File: src/rtl/nco_pkg.sv
`timescale 1ns/1ps
package nco_pkg;
  localparam int ADDR_W = 4;
  localparam int DATA_W = 16;
  localparam int CTRL_SYNC_BIT = 0;
  localparam int CTRL_SRC_BIT  = 1;

  typedef struct packed {
    logic [ADDR_W-1:0] addr;
    logic [DATA_W-1:0] data;
  } wr_cmd_t;
endpackage

File: src/rtl/nco_regbank.sv
`timescale 1ns/1ps
module nco_regbank
  import nco_pkg::*;
#(
  parameter int HALF_W      = 16,
  parameter int PH_W        = 12,
  parameter int N_FREQ      = 2,
  parameter int N_PHASE     = 4,
  parameter int SYNC_STAGES = 2,
  localparam int FI_W = $clog2(N_FREQ),
  localparam int PI_W = $clog2(N_PHASE)
) (
  input  logic                               clk,
  input  logic                               rst_n,
  input  logic                               wr_valid,
  input  logic [ADDR_W-1:0]                  wr_addr,
  input  logic [DATA_W-1:0]                  wr_data,
  output logic [N_FREQ-1:0][2*HALF_W-1:0]    freq_word,
  output logic [N_PHASE-1:0][PH_W-1:0]       phase_word,
  output logic [FI_W-1:0]                    bit_f,
  output logic [PI_W-1:0]                    bit_p,
  output logic                               sync_en,
  output logic                               src_bits
);
  localparam logic [ADDR_W-1:0] PH_BASE   = ADDR_W'(2*N_FREQ);
  localparam logic [ADDR_W-1:0] SEL_ADDR  = ADDR_W'(2*N_FREQ + N_PHASE);
  localparam logic [ADDR_W-1:0] CTRL_ADDR = ADDR_W'(2*N_FREQ + N_PHASE + 1);

  wr_cmd_t                          cmd_in, cmd_use;
  logic                             apply;
  logic [SYNC_STAGES-1:0]           dly_v;
  wr_cmd_t [SYNC_STAGES-1:0]        dly_c;
  logic [N_FREQ-1:0][HALF_W-1:0]    lo_q, hi_q;
  logic [N_PHASE-1:0][PH_W-1:0]     ph_q;
  logic [FI_W-1:0]                  self_q;
  logic [PI_W-1:0]                  selp_q;
  logic                             sync_q, src_q;
  logic [FI_W-1:0]                  f_idx;
  logic [PI_W-1:0]                  ph_idx;

  assign cmd_in = {wr_addr, wr_data};

  // optional delay of the write path, same depth as the pin synchronizer
  always_ff @(posedge clk or negedge rst_n) begin
    if (!rst_n) begin
      dly_v <= '0;
    end else begin
      dly_v[0] <= wr_valid;
      for (int i = 1; i < SYNC_STAGES; i++) dly_v[i] <= dly_v[i-1];
    end
  end

  always_ff @(posedge clk) begin
    dly_c[0] <= cmd_in;
    for (int i = 1; i < SYNC_STAGES; i++) dly_c[i] <= dly_c[i-1];
  end

  assign apply   = sync_q ? dly_v[SYNC_STAGES-1] : wr_valid;
  assign cmd_use = sync_q ? dly_c[SYNC_STAGES-1] : cmd_in;
  assign f_idx   = cmd_use.addr[FI_W:1];
  assign ph_idx  = PI_W'(cmd_use.addr - PH_BASE);

  always_ff @(posedge clk or negedge rst_n) begin
    if (!rst_n) begin
      lo_q   <= '0;
      hi_q   <= '0;
      ph_q   <= '0;
      self_q <= '0;
      selp_q <= '0;
      sync_q <= 1'b0;
      src_q  <= 1'b0;
    end else if (apply) begin
      if (cmd_use.addr < PH_BASE) begin
        if (cmd_use.addr[0]) hi_q[f_idx] <= cmd_use.data;
        else                 lo_q[f_idx] <= cmd_use.data;
      end else if (cmd_use.addr < SEL_ADDR) begin
        ph_q[ph_idx] <= cmd_use.data[PH_W-1:0];
      end else if (cmd_use.addr == SEL_ADDR) begin
        self_q <= cmd_use.data[FI_W-1:0];
        selp_q <= cmd_use.data[FI_W +: PI_W];
      end else if (cmd_use.addr == CTRL_ADDR) begin
        sync_q <= cmd_use.data[CTRL_SYNC_BIT];
        src_q  <= cmd_use.data[CTRL_SRC_BIT];
      end
    end
  end

  for (genvar g = 0; g < N_FREQ; g++) begin : g_word
    assign freq_word[g] = {hi_q[g], lo_q[g]};
  end

  assign phase_word = ph_q;
  assign bit_f      = self_q;
  assign bit_p      = selp_q;
  assign sync_en    = sync_q;
  assign src_bits   = src_q;


  hi_keeps_lo_chk: assert property (@(posedge clk) disable iff (!rst_n)
    (apply && cmd_use.addr == ADDR_W'(1)) |=> $stable(lo_q[0]));


  lo_keeps_hi_chk: assert property (@(posedge clk) disable iff (!rst_n)
    (apply && cmd_use.addr == ADDR_W'(0)) |=> $stable(hi_q[0]));


  unused_addr_chk: assert property (@(posedge clk) disable iff (!rst_n)
    (apply && cmd_use.addr > CTRL_ADDR) |=>
      $stable({lo_q, hi_q, ph_q, self_q, selp_q, sync_q, src_q}));
endmodule

File: src/rtl/nco_select.sv
`timescale 1ns/1ps
module nco_select #(
  parameter int FI_W        = 1,
  parameter int PI_W        = 2,
  parameter int SYNC_STAGES = 2
) (
  input  logic            clk,
  input  logic            rst_n,
  input  logic [FI_W-1:0] pin_f,
  input  logic [PI_W-1:0] pin_p,
  input  logic [FI_W-1:0] bit_f,
  input  logic [PI_W-1:0] bit_p,
  input  logic            sync_en,
  input  logic            src,
  output logic [FI_W-1:0] eff_f,
  output logic [PI_W-1:0] psel_q
);
  localparam int SW = FI_W + PI_W;

  logic [SYNC_STAGES-1:0][SW-1:0] sync_q;
  logic [SW-1:0]                  pin_raw, pin_use, eff;

  assign pin_raw = {pin_f, pin_p};

  always_ff @(posedge clk or negedge rst_n) begin
    if (!rst_n) begin
      sync_q <= '0;
    end else begin
      sync_q[0] <= pin_raw;
      for (int i = 1; i < SYNC_STAGES; i++) sync_q[i] <= sync_q[i-1];
    end
  end

  assign pin_use = sync_en ? sync_q[SYNC_STAGES-1] : pin_raw;
  assign eff     = src ? {bit_f, bit_p} : pin_use;
  assign eff_f   = eff[SW-1 -: FI_W];

  always_ff @(posedge clk or negedge rst_n) begin
    if (!rst_n) psel_q <= '0;
    else        psel_q <= eff[PI_W-1:0];
  end


  src_ignores_pins_chk: assert property (@(posedge clk) disable iff (!rst_n)
    src |=> psel_q == $past(bit_p));
endmodule

File: src/rtl/nco_accum.sv
`timescale 1ns/1ps
module nco_accum #(
  parameter int ACC_W   = 32,
  parameter int PH_W    = 12,
  parameter int N_FREQ  = 2,
  parameter int N_PHASE = 4,
  parameter int OUT_LAT = 6,
  localparam int FI_W = $clog2(N_FREQ),
  localparam int PI_W = $clog2(N_PHASE)
) (
  input  logic                           clk,
  input  logic                           rst_n,
  input  logic                           hold,
  input  logic [N_FREQ-1:0][ACC_W-1:0]   freq_word,
  input  logic [N_PHASE-1:0][PH_W-1:0]   phase_word,
  input  logic [FI_W-1:0]                eff_f,
  input  logic [PI_W-1:0]                psel_q,
  output logic [PH_W-1:0]                phase_out
);
  logic [ACC_W-1:0]              acc_q;
  logic [PH_W-1:0]               ph_now;
  logic [OUT_LAT-1:0][PH_W-1:0]  pipe_q;

  always_ff @(posedge clk or negedge rst_n) begin
    if (!rst_n)    acc_q <= '0;
    else if (hold) acc_q <= '0;
    else           acc_q <= acc_q + freq_word[eff_f];
  end

  // offset has no bits below the output field, so no carry enters from below
  assign ph_now = acc_q[ACC_W-1 -: PH_W] + phase_word[psel_q];

  always_ff @(posedge clk or negedge rst_n) begin
    if (!rst_n) begin
      pipe_q <= '0;
    end else begin
      pipe_q[0] <= ph_now;
      for (int i = 1; i < OUT_LAT; i++) pipe_q[i] <= pipe_q[i-1];
    end
  end

  assign phase_out = pipe_q[OUT_LAT-1];


  hold_zero_chk: assert property (@(posedge clk) disable iff (!rst_n)
    hold |=> acc_q == '0);
endmodule

File: src/rtl/nco_phase_core.sv
`timescale 1ns/1ps
module nco_phase_core
  import nco_pkg::*;
#(
  parameter int ACC_W       = 32,
  parameter int PH_W        = 12,
  parameter int N_FREQ      = 2,
  parameter int N_PHASE     = 4,
  parameter int OUT_LAT     = 6,
  parameter int SYNC_STAGES = 2,
  localparam int FI_W = $clog2(N_FREQ),
  localparam int PI_W = $clog2(N_PHASE)
) (
  input  logic              clk,
  input  logic              rst_n,
  input  logic              wr_valid,
  output logic              wr_ready,
  input  logic [ADDR_W-1:0] wr_addr,
  input  logic [DATA_W-1:0] wr_data,
  input  logic [FI_W-1:0]   fsel_pin,
  input  logic [PI_W-1:0]   psel_pin,
  input  logic              acc_hold,
  output logic [PH_W-1:0]   phase_out
);
  localparam int HALF_W = ACC_W / 2;

  logic [N_FREQ-1:0][ACC_W-1:0]  freq_word;
  logic [N_PHASE-1:0][PH_W-1:0]  phase_word;
  logic [FI_W-1:0]               bit_f, eff_f;
  logic [PI_W-1:0]               bit_p, psel_q;
  logic                          sync_en, src_bits;

  assign wr_ready = 1'b1;

  nco_regbank #(
    .HALF_W(HALF_W), .PH_W(PH_W), .N_FREQ(N_FREQ),
    .N_PHASE(N_PHASE), .SYNC_STAGES(SYNC_STAGES)
  ) u_regs (
    .clk(clk), .rst_n(rst_n),
    .wr_valid(wr_valid), .wr_addr(wr_addr), .wr_data(wr_data),
    .freq_word(freq_word), .phase_word(phase_word),
    .bit_f(bit_f), .bit_p(bit_p),
    .sync_en(sync_en), .src_bits(src_bits)
  );

  nco_select #(
    .FI_W(FI_W), .PI_W(PI_W), .SYNC_STAGES(SYNC_STAGES)
  ) u_sel (
    .clk(clk), .rst_n(rst_n),
    .pin_f(fsel_pin), .pin_p(psel_pin),
    .bit_f(bit_f), .bit_p(bit_p),
    .sync_en(sync_en), .src(src_bits),
    .eff_f(eff_f), .psel_q(psel_q)
  );

  nco_accum #(
    .ACC_W(ACC_W), .PH_W(PH_W), .N_FREQ(N_FREQ),
    .N_PHASE(N_PHASE), .OUT_LAT(OUT_LAT)
  ) u_acc (
    .clk(clk), .rst_n(rst_n), .hold(acc_hold),
    .freq_word(freq_word), .phase_word(phase_word),
    .eff_f(eff_f), .psel_q(psel_q),
    .phase_out(phase_out)
  );
endmodule

File: config.mk
export PLATFORM = sky130hd
export DESIGN_NAME = nco_phase_core
export DESIGN_NICKNAME = d
export VERILOG_FILES = /design/src/rtl/nco_pkg.sv /design/src/rtl/nco_regbank.sv /design/src/rtl/nco_select.sv /design/src/rtl/nco_accum.sv /design/src/rtl/nco_phase_core.sv
export SDC_FILE = /design/constraint.sdc
export NUM_CORES = 1
export LEC_CHECK = 0
export BUFFER_PORTS_ARGS = -buffer_cell sky130_fd_sc_hd__buf_2
export CAP_MARGIN = 20
export CELL_PAD_IN_SITES_DETAIL_PLACEMENT = 1
export CELL_PAD_IN_SITES_GLOBAL_PLACEMENT = 1
export CORE_MARGIN = 4
export CORE_UTILIZATION = 38
export CTS_CLUSTER_SIZE = 8
export DETAILED_ROUTE_END_ITERATION = 8
export GPL_TIMING_DRIVEN = 1
export PLACE_DENSITY_LB_ADDON = 0.1
export SLEW_MARGIN = 20
export SYNTH_ARGS = -nofsm -noshare
export SYNTH_HDL_FRONTEND = slang
export SYNTH_SLANG_ARGS = --single-unit
export TNS_END_PERCENT = 10
File: constraint.sdc
create_clock -name clk -period 8.6 [get_ports clk]
set_input_delay 2.58 -clock clk [delete_from_list [all_inputs] [get_ports clk]]
set_output_delay 2.58 -clock clk [all_outputs]
set_load 0.01 [all_outputs]
==> flow_summary.ini, run 1 <==
[global_route]
grt_pass1_wl_um = 43730
grt_pass1_vias = 7831
antenna_found_initial = 0
grt_max_degree = 125
overflow = 0
grt_use_total_pct = 16.64

[clock_network]
h-tree-depth = 2
cts_setup_buffers = 0
root_buffer = clkbuf_16
tritoncts = done
cts_sinks = 271
clock_path_buffers = 3
clk_latency_ns = 0.52
cts_inserted_buffers = 40
ctsResizeCount = 0
path_clk_slew_ns = 0.05
postCtsHoldBufs = 0

[power_and_ir_drop]
switching_share_pct = 36.94
p_int_mw = 3.720
peakVddDrop_mv = 0.2301
power_frac_comb_pct = 40.5
power_leakage_nw = 5.927
pwr-share-seq_pct = 35.1
clockPowerShare_pct = 24.4
finalPower_mw = 5.899
switching_power_mw = 2.179
powerDensity_nw_per_um2 = 451.9

[cells_and_area]
multi_input_area_sq_um = 4446
stdcell_area_sq_um = 13060
nFillCells = 3184
antenna_cells = 0
nets = 1115
regArea_sq_um = 6581
area_growth_syn_to_layout_pct = 14.96
layout-drive-gt1-share_pct = 14.66

[logic_synthesis]
synth_top_family_by_area = compound AO/OA/AOI/OAI gates
synth_cell_types = 65
yosysWarnings = 0
synth.ff_latch_count = 271
synth_common_cells = 231 x dfrtp_1, 104 x nor2_1, 94 x nand2_1
synth_nets = 1079
synth-compound-area-share_pct = 13.34
ys_dominant_reg_cell = dfrtp_1
synth_area_leaders = dfrtp_1 51%, dfxtp_1 7.1%, ha_1 5.4%
yosys.area.top_type_share_pct = 50.90
synth-adder-area-share_pct = 5.751
ys_seq_area_share_pct = 57.96
netlist_instances = 1001
yosysMostFrequentCell = dfrtp_1
synthXorXnorAreaFrac_pct = 2.082
synth-async-reset-ratio_pct = 85.24
syn_area_sq_um = 11360
synth_top_cell_by_area = dfrtp_1
synthSimpleGateAreaFrac_pct = 9.894
synth_mux_area_share_pct = 7.900
synth_edf_count = 0
avgSynthCellArea_sq_um = 11.34

[timing]
period_needed_ns = 5.926
hold_viol = 0
slew_violations = 0
fin_skew_ns = 0.02357
rsz0062_at_grt = false
fin_ws_ns = 2.674
tightest_slew_ns = 1.025
fmax_ghz = 0.1688
whs_ns = 0.3172
max_slew_margin_pct = 29.74
min_period_over_period_pct = 68.90
fin_tns_setup_ns = 0
setup_viol = 0

[worst_setup_path]
worst-path-max-fanout = 26
criticalPathCategory = in2reg
worstPathRequired_ns = 9.00
critPathLaunchType = input port
crit_path_end_kind = flop
cp.arrival_ns = 6.32

[floorplan]
dieArea_sq_um = 32710
initial_utilization_pct = 38.42
core_sq_um = 29560
ios = 40
die_y_um = 180.9
fp.dieW_um = 180.9
rows = 63

[route]
drt_iter0_markers = 260
num_vias = 7318
drc = 0
dr.pass1.iters = 4
wirelength_um = 26590
avgRoutedWirePerCell_um = 18.29
antenna_left = 0
vias_per_cell = 5.033

[job]
drv_cap = 0

[hold_path]
hold_path_class = reg2reg

[placement]
pre_cts_ws_ns = 2.126
portBuffers = 38
routabilityCongestion = 0.7526
post_dp_cell_area_sq_um = 11890
place_hpwl_um = 17810

[status]
status = finished, final reports clean
## metrics by stage
stage	util, %	instances
4_1_cts	44.17	1454
3_5_place_dp	40.21	1385
3_3_place_gp	40.19	1385
5_1_grt	44.17	1454
6_report	44.17	1454
2_1_floorplan	-	1001
## cell families (layout without fill, tap and decap cells)
group | after synthesis | count (layout)
compound gates | 249 | 249
xor+xnor | 27 | 27
fa+ha+maj | 51 | 51
buf+inv | 73 | 136
flops | 271 | 271
mux | 70 | 70
other cells | 1 | 1
simple gates | 259 | 259
## layout by cell type, fill, tap and decap left out, types with 2 or more instances in the layout
master / instances
o21ai_0: 53
nand2b_1: 3
o41ai_1: 3
o21ai_1: 38
buf_4: 12
o211ai_1: 3
fa_1: 2
o2111ai_2: 2
or3_1: 4
mux4_2: 12
mux2_1: 5
o31ai_1: 2
a211oi_1: 5
a21boi_1: 2
o21bai_1: 4
a31oi_1: 2
ha_1: 49
a21oi_1: 85
xnor2_1: 18
nand4_1: 9
dfrtp_1: 231
buf_2: 37
nand3_1: 7
and3_1: 4
dfxtp_1: 40
xor2_1: 9
nor2b_1: 9
nand2_1: 94
clkbuf_16: 42
nor2_1: 104
o21a_1: 5
inv_1: 16
nor3_1: 11
nor4_1: 2
clkbuf_1: 25
a21o_1: 21
a21oi_2: 3
nor3b_1: 7
mux2_2: 32
mux2i_1: 20
## state kept, by name (all words and copies together), names as in the netlist
name               count
u_regs.dly_v           2
u_acc.pipe_q          60
u_regs.freq_word      64
u_regs.phase_word     48
u_sel.psel_q           2
u_regs.sync_en         1
u_regs.src_bits        1
u_acc.acc_q           32
u_acc.phase_out       12
u_regs.bit_f           1
u_regs.bit_p           2
u_regs.dly_c          40
u_sel.sync_q           6
## routing by layer
layer,vias to the layer above,wire length (um),GRT usage (%)
met3,39,732,2.658
met5,-,0,0
met4,0,520,4.053
met2,86,12160,26.82
li1,3569,-,-
met1,3624,13170,23.72
## layout make-up
| type | instances | area share (%) |
|---|---|---|
| sequential | 271 | 50.41 |
| multi-input combinational | 657 | 34.05 |
| clock buffer | 67 | 8.769 |
| tap | 390 | 3.738 |
| timing repair buffer | 51 | 2.377 |
| inverter | 16 | 0.4600 |
| clock inverter | 2 | 0.1917 |
## power groups by stage
stage / combinational [mW] / clock (mW) / sequential (mW)
2_1_floorplan: 1.87 / 0 / 1.97
3_3_place_gp: 2.37 / 0 / 2.08
3_5_place_dp: 2.40 / 0 / 2.10
4_1_cts: 2.42 / 1.49 / 2.08
5_1_grt: 2.69 / 1.55 / 2.14
6_report: 2.39 / 1.44 / 2.07
## worst max-delay path, cell delays in order
cell and delay, ns:
buf_2 0.10, mux2i_1 0.14, nor2_1 0.09, a21oi_4 0.70, mux2_2 0.42, ha_1 0.23, fa_1 0.42, nand3_1 0.13
a21oi_1 0.15, o2111ai_2 0.34, nand4_1 0.18, and2_1 0.22, a211oi_1 0.28, mux2_1 0.35
## path summary, 6_finish.rpt
kind	start	slack, ns	depth (start not counted)	to
max	fsel_pin	2.67	14	u_acc.acc_q[30]
min	u_regs.dly_c[2]	0.32	0	u_regs.dly_c[22]
max reg2reg	u_regs.sync_en	4.43	13	u_acc.acc_q[30]
min reg2reg	u_regs.dly_c[2]	0.32	0	u_regs.dly_c[22]
max in group asynchronous	rst_n	5.37	2	u_regs.phase_word[6]
min in group asynchronous	rst_n	2.08	1	u_acc.acc_q[15]
Power figures use the tool's default switching activity.
==> run 2: changes to the inputs <==
--- a/config.mk
+++ b/config.mk
@@ -5,6 +5,7 @@
 export SDC_FILE = /design/constraint.sdc
 export NUM_CORES = 1
 export LEC_CHECK = 0
+export ABC_AREA = 1
 export BUFFER_PORTS_ARGS = -buffer_cell sky130_fd_sc_hd__buf_2
 export CAP_MARGIN = 20
 export CELL_PAD_IN_SITES_DETAIL_PLACEMENT = 1
==> constraint.sdc (replaced) <==
create_clock -name clk -period 5 [get_ports clk]
set_input_delay 1.5 -clock clk [delete_from_list [all_inputs] [get_ports clk]]
set_output_delay 1.5 -clock clk [all_outputs]
set_load 0.01 [all_outputs]
==> run 2 against run 1 <==
  * Combinational power grew 110%
  * Non-clock buffer count shrank 2
  * Critical path depth grew 4
  * Area after synthesis grew 7.6%
  * Die area grew 7.2%
  * Wire length grew 25%
  * Utilization shrank 0.27 points
  * Critical endpoint is now u_acc.acc_q[31]
  * Largest cell class unchanged
  * Highest routed layer unchanged
==> flow_summary.ini, run 2 <==
[status]
status = finished, final reports clean

[logic_synthesis]
ys_dominant_reg_cell = dfrtp_1
netlist_instances = 1443
syn_area_sq_um = 12220
ys_seq_area_share_pct = 53.87
yosysMostFrequentCell = nand2_1
synth_cell_types = 42
synth-async-reset-ratio_pct = 85.24
synth_common_cells = 421 x nand2_1, 231 x dfrtp_1, 160 x inv_1
avgSynthCellArea_sq_um = 8.467
synth_top_cell_by_area = dfrtp_1
yosysWarnings = 0
synth_nets = 1521
synth.ff_latch_count = 271
yosys.area.top_type_share_pct = 47.31
synth_area_leaders = dfrtp_1 47%, nand2_1 13%, dfxtp_1 6.6%
synth_edf_count = 0

[cells_and_area]
largest_reg_flops = 64
final_cell_mix = 421 x nand2_1, 231 x dfrtp_1, 160 x inv_1
stdcell_area_sq_um = 13890
area_growth_syn_to_layout_pct = 13.67
nets = 1561
fin_cells = 1909
mostFrequentLayoutCell = nand2_1
regArea_sq_um = 6581
nFillCells = 3737
multi_input_area_sq_um = 4707
fin_util_pct = 43.90
antenna_cells = 0
layout-drive-gt1-share_pct = 8.494

[clock_network]
root_buffer = clkbuf_16
ctsResizeCount = 0
cts_inserted_buffers = 40
h-tree-depth = 2
clk_latency_ns = 0.54
postCtsHoldBufs = 0
tritoncts = done
cts_sinks = 271
cts_setup_buffers = 0
path_clk_slew_ns = 0.06
clock_path_buffers = 3

[timing]
fin_skew_ns = 0.02218
slew_violations = 0
tightest_slew_ns = 1.050
fin_ws_ns = 1.234
max_slew_margin_pct = 29.90
fmax_ghz = 0.2655
hold_viol = 0
fin_tns_setup_ns = 0
setup_viol = 0
rsz0062_at_grt = false
whs_ns = 0.3189
period_needed_ns = 3.766
min_period_over_period_pct = 75.32

[floorplan]
die_y_um = 187.3
dieArea_sq_um = 35090
fp.dieW_um = 187.3
ios = 40
rows = 65
core_sq_um = 31640
initial_utilization_pct = 38.62

[route]
antenna_left = 0
vias_per_cell = 4.800
drt_iter0_markers = 284
drc = 0
wirelength_um = 33180
num_vias = 9163
avgRoutedWirePerCell_um = 17.38
dr.pass1.iters = 7

[placement]
dp_cells = 1842
place_hpwl_um = 23990
portBuffers = 38
routabilityCongestion = 0.8016
pre_cts_ws_ns = 0.6992
post_dp_cell_area_sq_um = 12700

[worst_setup_path]
cp_cell_sequence = buf_2 -> nand2_1 -> nand3_1 -> nand2_1 -> inv_1 -> buf_4 -> o21ai_0 -> ha_1 -> nand2_1 -> inv_1 -> nand2_1 -> nor3_1 -> nand2_1 -> nand2_1 -> nand2_1 -> nand3_1 -> nand2_1 -> nor2_1
r2r_slack_ns = 1.53
cp-endpoint = u_acc.acc_q[31]
worstPathRequired_ns = 5.47
r2r_start = u_regs.sync_en
path_common_cell = nand2_1
crit_buf_inv = 4
cp_top_family = simple AND/OR/NAND/NOR gates
critical_path_depth = 18
cp.arrival_ns = 4.23
ff2ff_path_depth = 18
crit_slowest_cell = nor3_1
startpoint = fsel_pin
criticalPathCategory = in2reg
reg2reg_to = u_acc.acc_q[31]
critPathLaunchType = input port
worst-path-max-fanout = 13
crit_path_end_kind = flop
cpPeakStageDelay_ns = 0.39

[job]
drv_cap = 0

[power_and_ir_drop]
peakVddDrop_mv = 0.3238
powerDensity_nw_per_um2 = 795.7
finalPower_mw = 11.05
power_leakage_nw = 7.031

[hold_path]
hold_path_class = reg2reg

[global_route]
overflow = 0
grt_max_degree = 98
grt_use_total_pct = 19.17
grt_pass1_vias = 9710
antenna_found_initial = 0
grt_pass1_wl_um = 54050
-- run 2: cell count changes in the layout (fill, tap and decap cells not counted), sizes merged, moves of 11 or more --
cell   previous run  this run
nand2            94       421
inv              16       166
nor2            104       166
mux2             37         0
nand3             7        37
a21o             21         1
a21oi            89       108
mux2i            21         2
mux4             12         0
o21ai            92       104
xnor2            18         7
-- run 2: cells by family (layout without fill, tap and decap cells) --
group                    after synthesis  count (layout)  share of synthesized area, %
other                                  1               1                       0.03069
adder cells (fa/ha/maj)               51              51                         5.346
flip-flops                           271             271                         53.87
XOR/XNOR                              15              15                         1.075
buffers and inverters                217             281                         7.609
AO/OA/AOI/OAI                        238             238                         10.56
AND/OR/NAND/NOR                      648             648                         21.25
multiplexers                           2               2                        0.2662
-- run 2: worst min-delay path by stage --
stage	start	to	depth (start not counted)	slack [ns]
2_1_floorplan	u_regs.dly_c[0]	u_regs.dly_c[20]	0	0.31
4_1_cts	u_regs.dly_c[9]	u_regs.dly_c[29]	0	0.32
3_3_place_gp	u_regs.dly_c[13]	u_regs.dly_c[33]	0	0.31
5_1_grt	u_regs.dly_c[9]	u_regs.dly_c[29]	0	0.33
6_report	u_regs.dly_c[9]	u_regs.dly_c[29]	0	0.32
3_5_place_dp	u_regs.dly_c[7]	u_regs.dly_c[27]	0	0.31
-- run 2: power by group --
part / leakage [nW] / switching, mW / internal, mW
Combinational: 3.35 / 3.39 / 1.60
Sequential: 3.12 / 0.432 / 3.11
Clock: 0.563 / 0.999 / 1.52
-- run 2: worst register-to-register path: cells and delay by family, from the launching register on --
kind	cells	cell delay, ns
simple gates	12	1.49
buf+inv	4	0.99
flops	1	0.38
fa+ha+maj	1	0.34
compound gates	1	0.20
-- run 2: layer usage --
layer	wire, um	track usage (%)
met2	15380	31.58
met5	0	0
met1	16080	27.18
met4	624	4.238
met3	1088	2.557
-- run 2: cell type report --
class / count / share of cell area [%]
Timing Repair Buffer: 49 / 2.153
Sequential cell: 271 / 47.39
Multi-Input combinational cell: 955 / 33.89
Tap cell: 402 / 3.622
Clock inverter: 4 / 0.5135
Inverter: 166 / 4.486
Clock buffer: 62 / 7.946
